--- src/rtl/alu8_pkg.sv ---
package alu8_pkg;
  localparam int unsigned OP_W = 5;

  typedef enum logic [OP_W-1:0] {
    OP_ADD  = 5'd0,
    OP_ADC  = 5'd1,
    OP_SUB  = 5'd2,
    OP_SBC  = 5'd3,
    OP_INC  = 5'd4,
    OP_DEC  = 5'd5,
    OP_AND  = 5'd6,
    OP_OR   = 5'd7,
    OP_XOR  = 5'd8,
    OP_COM  = 5'd9,
    OP_NEG  = 5'd10,
    OP_LSL  = 5'd11,
    OP_LSR  = 5'd12,
    OP_ROL  = 5'd13,
    OP_ROR  = 5'd14,
    OP_ASR  = 5'd15,
    OP_SWAP = 5'd16
  } alu_op_e;
endpackage

--- src/rtl/alu8_arith.sv ---
module alu8_arith
  import alu8_pkg::*;
#(
  parameter int unsigned DATA_W = 8
) (
  input  alu_op_e           op_i,
  input  logic [DATA_W-1:0] a_i,
  input  logic [DATA_W-1:0] b_i,
  input  logic              carry_i,
  output logic [DATA_W-1:0] res_o,
  output logic              carry_o,
  output logic              ovf_o,
  output logic              hit_o
);
  localparam int unsigned MSB = DATA_W - 1;

  logic [DATA_W-1:0] x, y;
  logic              ci, inv, keep_c;
  logic [DATA_W:0]   sum;

  // every arithmetic op maps onto one adder: x + y + ci
  always_comb begin
    x      = a_i;
    y      = b_i;
    ci     = 1'b0;
    inv    = 1'b0;
    keep_c = 1'b0;
    hit_o  = 1'b1;
    case (op_i)
      OP_ADD: ci = 1'b0;
      OP_ADC: ci = carry_i;
      OP_SUB: begin y = ~b_i; ci = 1'b1;     inv = 1'b1; end
      OP_SBC: begin y = ~b_i; ci = ~carry_i; inv = 1'b1; end
      OP_INC: begin y = '0;   ci = 1'b1;     keep_c = 1'b1; end
      OP_DEC: begin y = '1;   ci = 1'b0;     keep_c = 1'b1; end
      OP_NEG: begin x = '0;   y = ~a_i; ci = 1'b1; inv = 1'b1; end
      default: hit_o = 1'b0;
    endcase
  end

  assign sum     = {1'b0, x} + {1'b0, y} + {{DATA_W{1'b0}}, ci};
  assign res_o   = sum[MSB:0];
  // borrow is the inverted adder carry for subtract-type ops
  assign carry_o = keep_c ? carry_i : (sum[DATA_W] ^ inv);
  assign ovf_o   = (x[MSB] == y[MSB]) && (sum[MSB] != x[MSB]);
endmodule

--- src/rtl/alu8_logic.sv ---
module alu8_logic
  import alu8_pkg::*;
#(
  parameter int unsigned DATA_W = 8
) (
  input  alu_op_e           op_i,
  input  logic [DATA_W-1:0] a_i,
  input  logic [DATA_W-1:0] b_i,
  input  logic              carry_i,
  output logic [DATA_W-1:0] res_o,
  output logic              carry_o,
  output logic              hit_o
);
  localparam int unsigned HALF = DATA_W / 2;

  always_comb begin
    res_o   = a_i;
    carry_o = carry_i;
    hit_o   = 1'b1;
    case (op_i)
      OP_AND:  res_o = a_i & b_i;
      OP_OR:   res_o = a_i | b_i;
      OP_XOR:  res_o = a_i ^ b_i;
      OP_COM:  begin res_o = ~a_i; carry_o = 1'b1; end
      OP_SWAP: res_o = {a_i[HALF-1:0], a_i[DATA_W-1:HALF]};
      default: hit_o = 1'b0;
    endcase
  end
endmodule

--- src/rtl/alu8_shift.sv ---
module alu8_shift
  import alu8_pkg::*;
#(
  parameter int unsigned DATA_W = 8
) (
  input  alu_op_e           op_i,
  input  logic [DATA_W-1:0] a_i,
  input  logic              carry_i,
  output logic [DATA_W-1:0] res_o,
  output logic              carry_o,
  output logic              hit_o
);
  localparam int unsigned MSB = DATA_W - 1;

  logic fill, left;

  always_comb begin
    fill  = 1'b0;
    left  = 1'b0;
    hit_o = 1'b1;
    case (op_i)
      OP_LSL: begin left = 1'b1; fill = 1'b0; end
      OP_ROL: begin left = 1'b1; fill = carry_i; end
      OP_LSR: fill = 1'b0;
      OP_ROR: fill = carry_i;
      OP_ASR: fill = a_i[MSB];
      default: hit_o = 1'b0;
    endcase
  end

  assign res_o   = left ? {a_i[MSB-1:0], fill} : {fill, a_i[MSB:1]};
  assign carry_o = left ? a_i[MSB] : a_i[0];
endmodule

--- src/rtl/alu8.sv ---
module alu8
  import alu8_pkg::*;
#(
  parameter int unsigned DATA_W = 8
) (
  input  logic [OP_W-1:0]   op_i,
  input  logic [DATA_W-1:0] a_i,
  input  logic [DATA_W-1:0] b_i,
  input  logic [DATA_W-1:0] imm_i,
  input  logic              imm_sel_i,
  input  logic              carry_i,
  output logic [DATA_W-1:0] res_o,
  output logic              carry_o,
  output logic              zero_o,
  output logic              neg_o,
  output logic              ovf_o
);
  localparam int unsigned MSB = DATA_W - 1;

  alu_op_e           op;
  logic [DATA_W-1:0] b_eff;
  logic [DATA_W-1:0] ar_res, lg_res, sh_res;
  logic              ar_c, ar_v, ar_hit;
  logic              lg_c, lg_hit;
  logic              sh_c, sh_hit;

  assign op    = alu_op_e'(op_i);
  assign b_eff = imm_sel_i ? imm_i : b_i;

  alu8_arith #(.DATA_W(DATA_W)) u_arith (
    .op_i(op), .a_i(a_i), .b_i(b_eff), .carry_i(carry_i),
    .res_o(ar_res), .carry_o(ar_c), .ovf_o(ar_v), .hit_o(ar_hit)
  );

  alu8_logic #(.DATA_W(DATA_W)) u_logic (
    .op_i(op), .a_i(a_i), .b_i(b_eff), .carry_i(carry_i),
    .res_o(lg_res), .carry_o(lg_c), .hit_o(lg_hit)
  );

  alu8_shift #(.DATA_W(DATA_W)) u_shift (
    .op_i(op), .a_i(a_i), .carry_i(carry_i),
    .res_o(sh_res), .carry_o(sh_c), .hit_o(sh_hit)
  );

  always_comb begin
    res_o   = a_i;
    carry_o = carry_i;
    ovf_o   = 1'b0;
    if (ar_hit) begin
      res_o   = ar_res;
      carry_o = ar_c;
      ovf_o   = ar_v;
    end else if (lg_hit) begin
      res_o   = lg_res;
      carry_o = lg_c;
    end else if (sh_hit) begin
      res_o   = sh_res;
      carry_o = sh_c;
      ovf_o   = sh_res[MSB] ^ sh_c;
    end
  end

  assign zero_o = ~|res_o;
  assign neg_o  = res_o[MSB];
endmodule

--- config.mk ---
export PLATFORM = sky130hd
export DESIGN_NAME = alu8
export DESIGN_NICKNAME = d
export VERILOG_FILES = /design/src/rtl/alu8_pkg.sv /design/src/rtl/alu8_arith.sv /design/src/rtl/alu8_logic.sv /design/src/rtl/alu8_shift.sv /design/src/rtl/alu8.sv
export SDC_FILE = /design/constraint.sdc
export NUM_CORES = 1
export LEC_CHECK = 0
export CELL_PAD_IN_SITES_DETAIL_PLACEMENT = 1
export CELL_PAD_IN_SITES_GLOBAL_PLACEMENT = 2
export CORE_AREA = 2 2 98 77
export DETAILED_ROUTE_END_ITERATION = 8
export DIE_AREA = 0 0 100 79
export PLACE_DENSITY = 0.92
export SETUP_SLACK_MARGIN = 0.5
export SYNTH_ARGS = -nofsm -noshare
export SYNTH_HDL_FRONTEND = slang
export SYNTH_SLANG_ARGS = --single-unit
--- constraint.sdc ---
create_clock -name vclk -period 15.5
set_clock_uncertainty 0.05 [all_clocks]
set_input_delay 3.1 -clock vclk [all_inputs]
set_output_delay 3.1 -clock vclk [all_outputs]
set_load 0.02 [all_outputs]
==> flow_metrics.py, run 1 <==
metrics = {
    "timing": {
        "period_minus_slack_ns": 11.13,
        "slew_viol_final": 0,
        "setup_viol": 0,
        "tightest_slew_ns": 0.817,
        "hold_violations": 0,
        "rsz0062_at_grt": "no",
        "fmax_mhz": 89.8,
        "fin_crit_sh_pct": 71.8,
        "max_slew_margin_pct": 45.4,
        "setup_tns_ns": 0,
    },
    "logic_synthesis": {
        "yosysWarnings": 0,
        "post_synth.cell_area_avg_um2": 7.22,
        "synth-compound-area-share_pct": 40.5,
        "synth_commonest_cells": "nand2_1 (26), ha_1 (23), inv_1 (23)",
        "synth_top_family_by_area": "compound AO/OA/AOI/OAI gates",
        "muxShareOfSynthArea_pct": 5.44,
        "syn_inst": 309,
        "synth.distinct_cells": 63,
        "yosys.area.top_type": "ha_1",
        "synth_nets": 365,
        "yosys.area_share.xor_xnor_pct": 2.69,
        "netlist.area_leader.share_pct": 12.9,
        "synth_area_leaders": "ha_1 (13%), mux2i_1 (4.9%), o21ai_0 (4.9%)",
        "yosys.area_share.adder_pct": 14.7,
        "yosys.area_share.simple_pct": 24.8,
        "ys_seq_area_share_pct": 0,
        "netlist_area_um2": 2230,
        "synth.most_common_cell": "nand2_1",
    },
    "floorplanning": {
        "initial_core_util_pct": 31.7,
        "ios": 43,
        "fp.dieH_um": 79,
        "core_um2": 7030,
        "die_x_um": 100,
        "die-area_um2": 7900,
        "num_rows": 27,
    },
    "worst_setup_path": {
        "path_buf_inv": 4,
        "worst-path-max-fanout": 24,
        "cp-end-kind": "primary output",
        "cpLargestDelayFamily": "simple AND/OR/NAND/NOR gates",
        "crit_chain": "clkdlybuf4s50_1, buf_4, nor2b_1, nand3_1, o2111ai_1, fa_1, inv_1, fa_1, nor2b_1, o21ai_0, o31ai_2, o211ai_1, nor4_2, clkdlybuf4s50_1",
        "crit_required_ns": 12.35,
        "cpMaxStageDelayCell": "nor2b_1",
        "critPathKind": "in2out",
        "cpPeakStageDelay_ns": 0.71,
        "cp.arrival_ns": 7.98,
        "startpoint": "op_i[1]",
        "critPathLaunchType": "input pin",
    },
    "finish": {
        "seq_cell_count": 0,
        "antenna_cells": 0,
        "fillers": 898,
        "clkbuf_count": 0,
        "syn_to_final_growth_pct": 18.4,
        "regArea_um2": 0,
        "final_nets": 391,
        "drive_gt1_share_pct": 7.21,
    },
    "placement": {
        "gp_congestion": 0.963,
        "port_buffers": 43,
        "dp_hpwl_um": 6870,
    },
    "routing": {
        "firstDrtPassIters": 4,
        "vias": 2607,
        "ant_nets": 0,
        "wl_per_cell_um": 21.2,
        "drt_iter0_drc": 235,
        "drc_errors": 0,
        "viasPerCell": 6.21,
        "wl_um": 8890,
    },
    "global_routing": {
        "grt_util_met1_pct": 33.5,
        "overflow": 0,
        "grt_pass1_vias": 2530,
        "antenna_found_initial": 0,
        "busiest_layer": "met1",
        "grt_use_met3_pct": 4.05,
        "grt_pass1_wl_um": 14000,
        "use_met2_pct": 32.5,
        "grt_use_total_pct": 22.2,
        "grt_start_max_net_pins": 38,
    },
    "flow_run": {
        "drv_cap": 0,
    },
    "power_and_ir_drop": {
        "leakagePower_nw": 1.09,
        "power.total_w": 0.000103,
        "power-per-cell-area_nw_per_um2": 39.0,
        "vdd_drop_max_v": 0.0000165,
    },
    "cts": {
        "cts_setup_buffers": 0,
        "cts_repair_resize_count": 0,
        "hold_buffers": 0,
    },
    "hold_path": {
        "hold_path_class": "in2out",
        "hold_start": "carry_i",
    },
    "run_status": {
        "run_status": "complete, no violations",
    },
}
## through the flow
stage	worst slack, ns	utilization (%)	hold slack, ns	area, µm²	instances
floorplan	5.67	-	6.46	2230	309
global placement	4.62	37.6	7.55	2640	420
detailed placement	4.45	37.6	7.55	2640	420
CTS	4.43	37.6	7.57	2640	420
global route	3.97	37.6	7.63	2640	420
finish	4.37	37.6	7.56	2640	420
## worst min-delay path, cell delays in order
cell,delay [ns]
clkdlybuf4s50_1,0.53
o311ai_0,0.18
nand3_1,0.11
clkdlybuf4s50_1,0.60
## cell families (layout without fill, tap and decap cells)
| kind of cell | Yosys count | in the layout |
|---|---|---|
| xor+xnor | 6 | 6 |
| fa+ha+maj | 25 | 25 |
| mux | 12 | 12 |
| simple gates | 96 | 96 |
| buf+inv | 49 | 73 |
| compound gates | 121 | 121 |
## power breakdown
part / internal [W] / switching, W / leakage [nW]
registers: 0 / 0 / 0
logic: 0.0000435 / 0.0000596 / 1.09
clock network: 0 / 0 / 0
## per-layer routing
layer  routed length, µm  share of wire, %  up-vias
met5                   0                 0        -
met2                3580                40      100
met4                 131               1.5        0
li1                    -                 -     1231
met3                 700               7.9        8
met1                4480                50     1268
## layout make-up
type	count	area [µm²]	area share, %
repair buffers	49	475	18.0
well taps	87	109	4.13
multi-input cells	260	1960	74.4
inverters	24	90.1	3.41
## placed cells by master (no fill, tap or decap), types with 9 or more instances in the layout
cell type,count
a21oi_1,15
ha_1,23
nor2b_1,10
o21ai_0,22
mux2i_1,11
a31oi_1,9
nor2_1,22
clkdlybuf4s50_1,43
nand2_1,26
inv_1,23
## worst paths after layout
check             endpoint  slack [ns]  depth (start not counted)
setup / recovery    zero_o        4.37                         14
hold / removal     carry_o        7.56                          4
Power figures use the tool's default switching activity.
==> inputs of run 2 (changes only) <==
--- a/config.mk
+++ b/config.mk
@@ -7,10 +7,10 @@
 export LEC_CHECK = 0
 export CELL_PAD_IN_SITES_DETAIL_PLACEMENT = 1
 export CELL_PAD_IN_SITES_GLOBAL_PLACEMENT = 2
-export CORE_AREA = 2 2 98 77
+export CORE_AREA = 2 2 101 79
 export DETAILED_ROUTE_END_ITERATION = 8
-export DIE_AREA = 0 0 100 79
-export PLACE_DENSITY = 0.92
+export DIE_AREA = 0 0 103 81
+export PLACE_DENSITY = 0.87
 export SETUP_SLACK_MARGIN = 0.5
 export SYNTH_ARGS = -nofsm -noshare
 export SYNTH_HDL_FRONTEND = slang
==> constraint.sdc (replaced) <==
create_clock -name vclk -period 10.32
set_clock_uncertainty 0.05 [all_clocks]
set_input_delay 2.064 -clock vclk [all_inputs]
set_output_delay 2.064 -clock vclk [all_outputs]
set_load 0.02 [all_outputs]
==> flow_metrics.py, run 2 (same netlist as run 1, synthesis figures left out) <==
metrics = {
    "floorplanning": {
        "num_rows": 28,
        "fp.dieH_um": 81,
        "ios": 43,
        "core_um2": 7500,
        "initial_core_util_pct": 29.7,
        "die_x_um": 103,
        "die-area_um2": 8340,
    },
    "power_and_ir_drop": {
        "power-per-cell-area_nw_per_um2": 57.9,
        "vdd_drop_max_v": 0.0000298,
        "leakagePower_nw": 1.10,
    },
    "timing": {
        "slew_viol_final": 0,
        "max_slew_margin_pct": 30.8,
        "tightest_slew_ns": 1.04,
        "period_minus_slack_ns": 8.84,
        "fin_crit_sh_pct": 85.6,
        "fmax_mhz": 113,
        "setup_viol": 0,
        "setup_slack_ns": 1.48,
        "rsz0062_at_grt": "no",
        "hold_violations": 0,
        "setup_tns_ns": 0,
    },
    "global_routing": {
        "grt_pass1_vias": 2484,
        "antenna_found_initial": 0,
        "grt_pass1_wl_um": 13900,
        "grt_start_max_net_pins": 28,
        "grt_use_total_pct": 21.6,
        "overflow": 0,
    },
    "finish": {
        "clkbuf_count": 0,
        "stdcell_area_um2": 2670,
        "multi_input_area_um2": 1960,
        "seq_cell_count": 0,
        "layout_commonest_cell": "clkdlybuf4s50_1",
        "fillers": 956,
        "layout_common_cells": "clkdlybuf4s50_1 (43), nand2_1 (26), inv_1 (23), ha_1 (23)",
        "postLayoutCoreUtil_pct": 35.6,
        "antenna_cells": 0,
        "drive_gt1_share_pct": 7.49,
        "regArea_um2": 0,
        "stdcell_count": 439,
        "syn_to_final_growth_pct": 19.7,
        "final_nets": 392,
    },
    "worst_setup_path": {
        "cpMaxStageDelayCell": "clkdlybuf4s50_1",
        "cp.arrival_ns": 6.72,
        "cpPeakStageDelay_ns": 1.15,
        "crit_required_ns": 8.21,
        "crit_chain": "clkdlybuf4s50_1, nor2_1, a32oi_1, nor2_1, a31oi_1, nor2_1, fa_1, a211o_1, a211o_1, a41o_1, xnor2_1, a221oi_1, clkdlybuf4s50_1",
        "critPathKind": "in2out",
        "cp-end-kind": "primary output",
        "critPathLaunchType": "input pin",
        "worst-path-max-fanout": 23,
        "cp_common_cell": "nor2_1",
    },
    "routing": {
        "ant_nets": 0,
        "drc_errors": 0,
        "viasPerCell": 6.05,
        "top_layer_used": "met4",
        "routedLengthMet1_um": 4250,
        "vias": 2656,
        "drt_iter0_drc": 226,
        "dr_wl_met3_um": 765,
        "wl_um": 9150,
        "wl_per_cell_um": 20.8,
        "met2_length_um": 3910,
        "firstDrtPassIters": 5,
    },
    "placement": {
        "place_inst": 439,
        "port_buffers": 43,
        "pre_cts_ws_ns": 1.53,
        "dpl_cell_area_um2": 2670,
        "dp_hpwl_um": 7230,
        "gp_congestion": 0.914,
    },
    "cts": {
        "cts_repair_resize_count": 0,
        "cts_setup_buffers": 0,
        "hold_buffers": 0,
    },
    "run_status": {
        "run_status": "complete, no violations",
    },
    "hold_path": {
        "holdPathStages": 6,
        "hold_path_class": "in2out",
    },
    "flow_run": {
        "drv_cap": 0,
    },
}
[run 2: power breakdown]
| group | switching (W) | internal, W |
|---|---|---|
| Clock | 0 | 0 |
| Sequential | 0 | 0 |
| Combinational | 0.0000890 | 0.0000655 |
| Total | 0.0000890 | 0.0000655 |
[run 2: worst paths after layout]
kind              startpoint  endpoint
hold / removal       carry_i   carry_o
setup / recovery     op_i[3]  res_o[7]
[run 2: through the flow]
step / power [W] / hold slack, ns
2_1_floorplan: 0.000100 / 4.39
3_3_place_gp: 0.000151 / 5.55
3_5_place_dp: 0.000153 / 5.60
4_1_cts: 0.000154 / 5.61
5_1_grt: 0.000168 / 5.66
6_report: 0.000155 / 5.61
[run 2: worst max-delay path, delay by kind of cell]
family | cells | cell delay (ns)
compound gates | 6 | 1.85
buf+inv | 2 | 1.85
fa+ha+maj | 1 | 0.46
simple gates | 3 | 0.37
xor+xnor | 1 | 0.14
[run 2: cell type report]
type,instances,share of cell area (%)
multi-input cells,260,73.6
repair buffers,50,18.1
well taps,105,4.92
inverters,24,3.38
[run 2: per-layer routing]
metal  global-route usage (%)  vias to the layer above
li1                         -                     1227
met1                     31.6                     1279
met2                     34.2                      130
met3                     3.36                       20
met4                     2.76                        0
met5                        0                        -
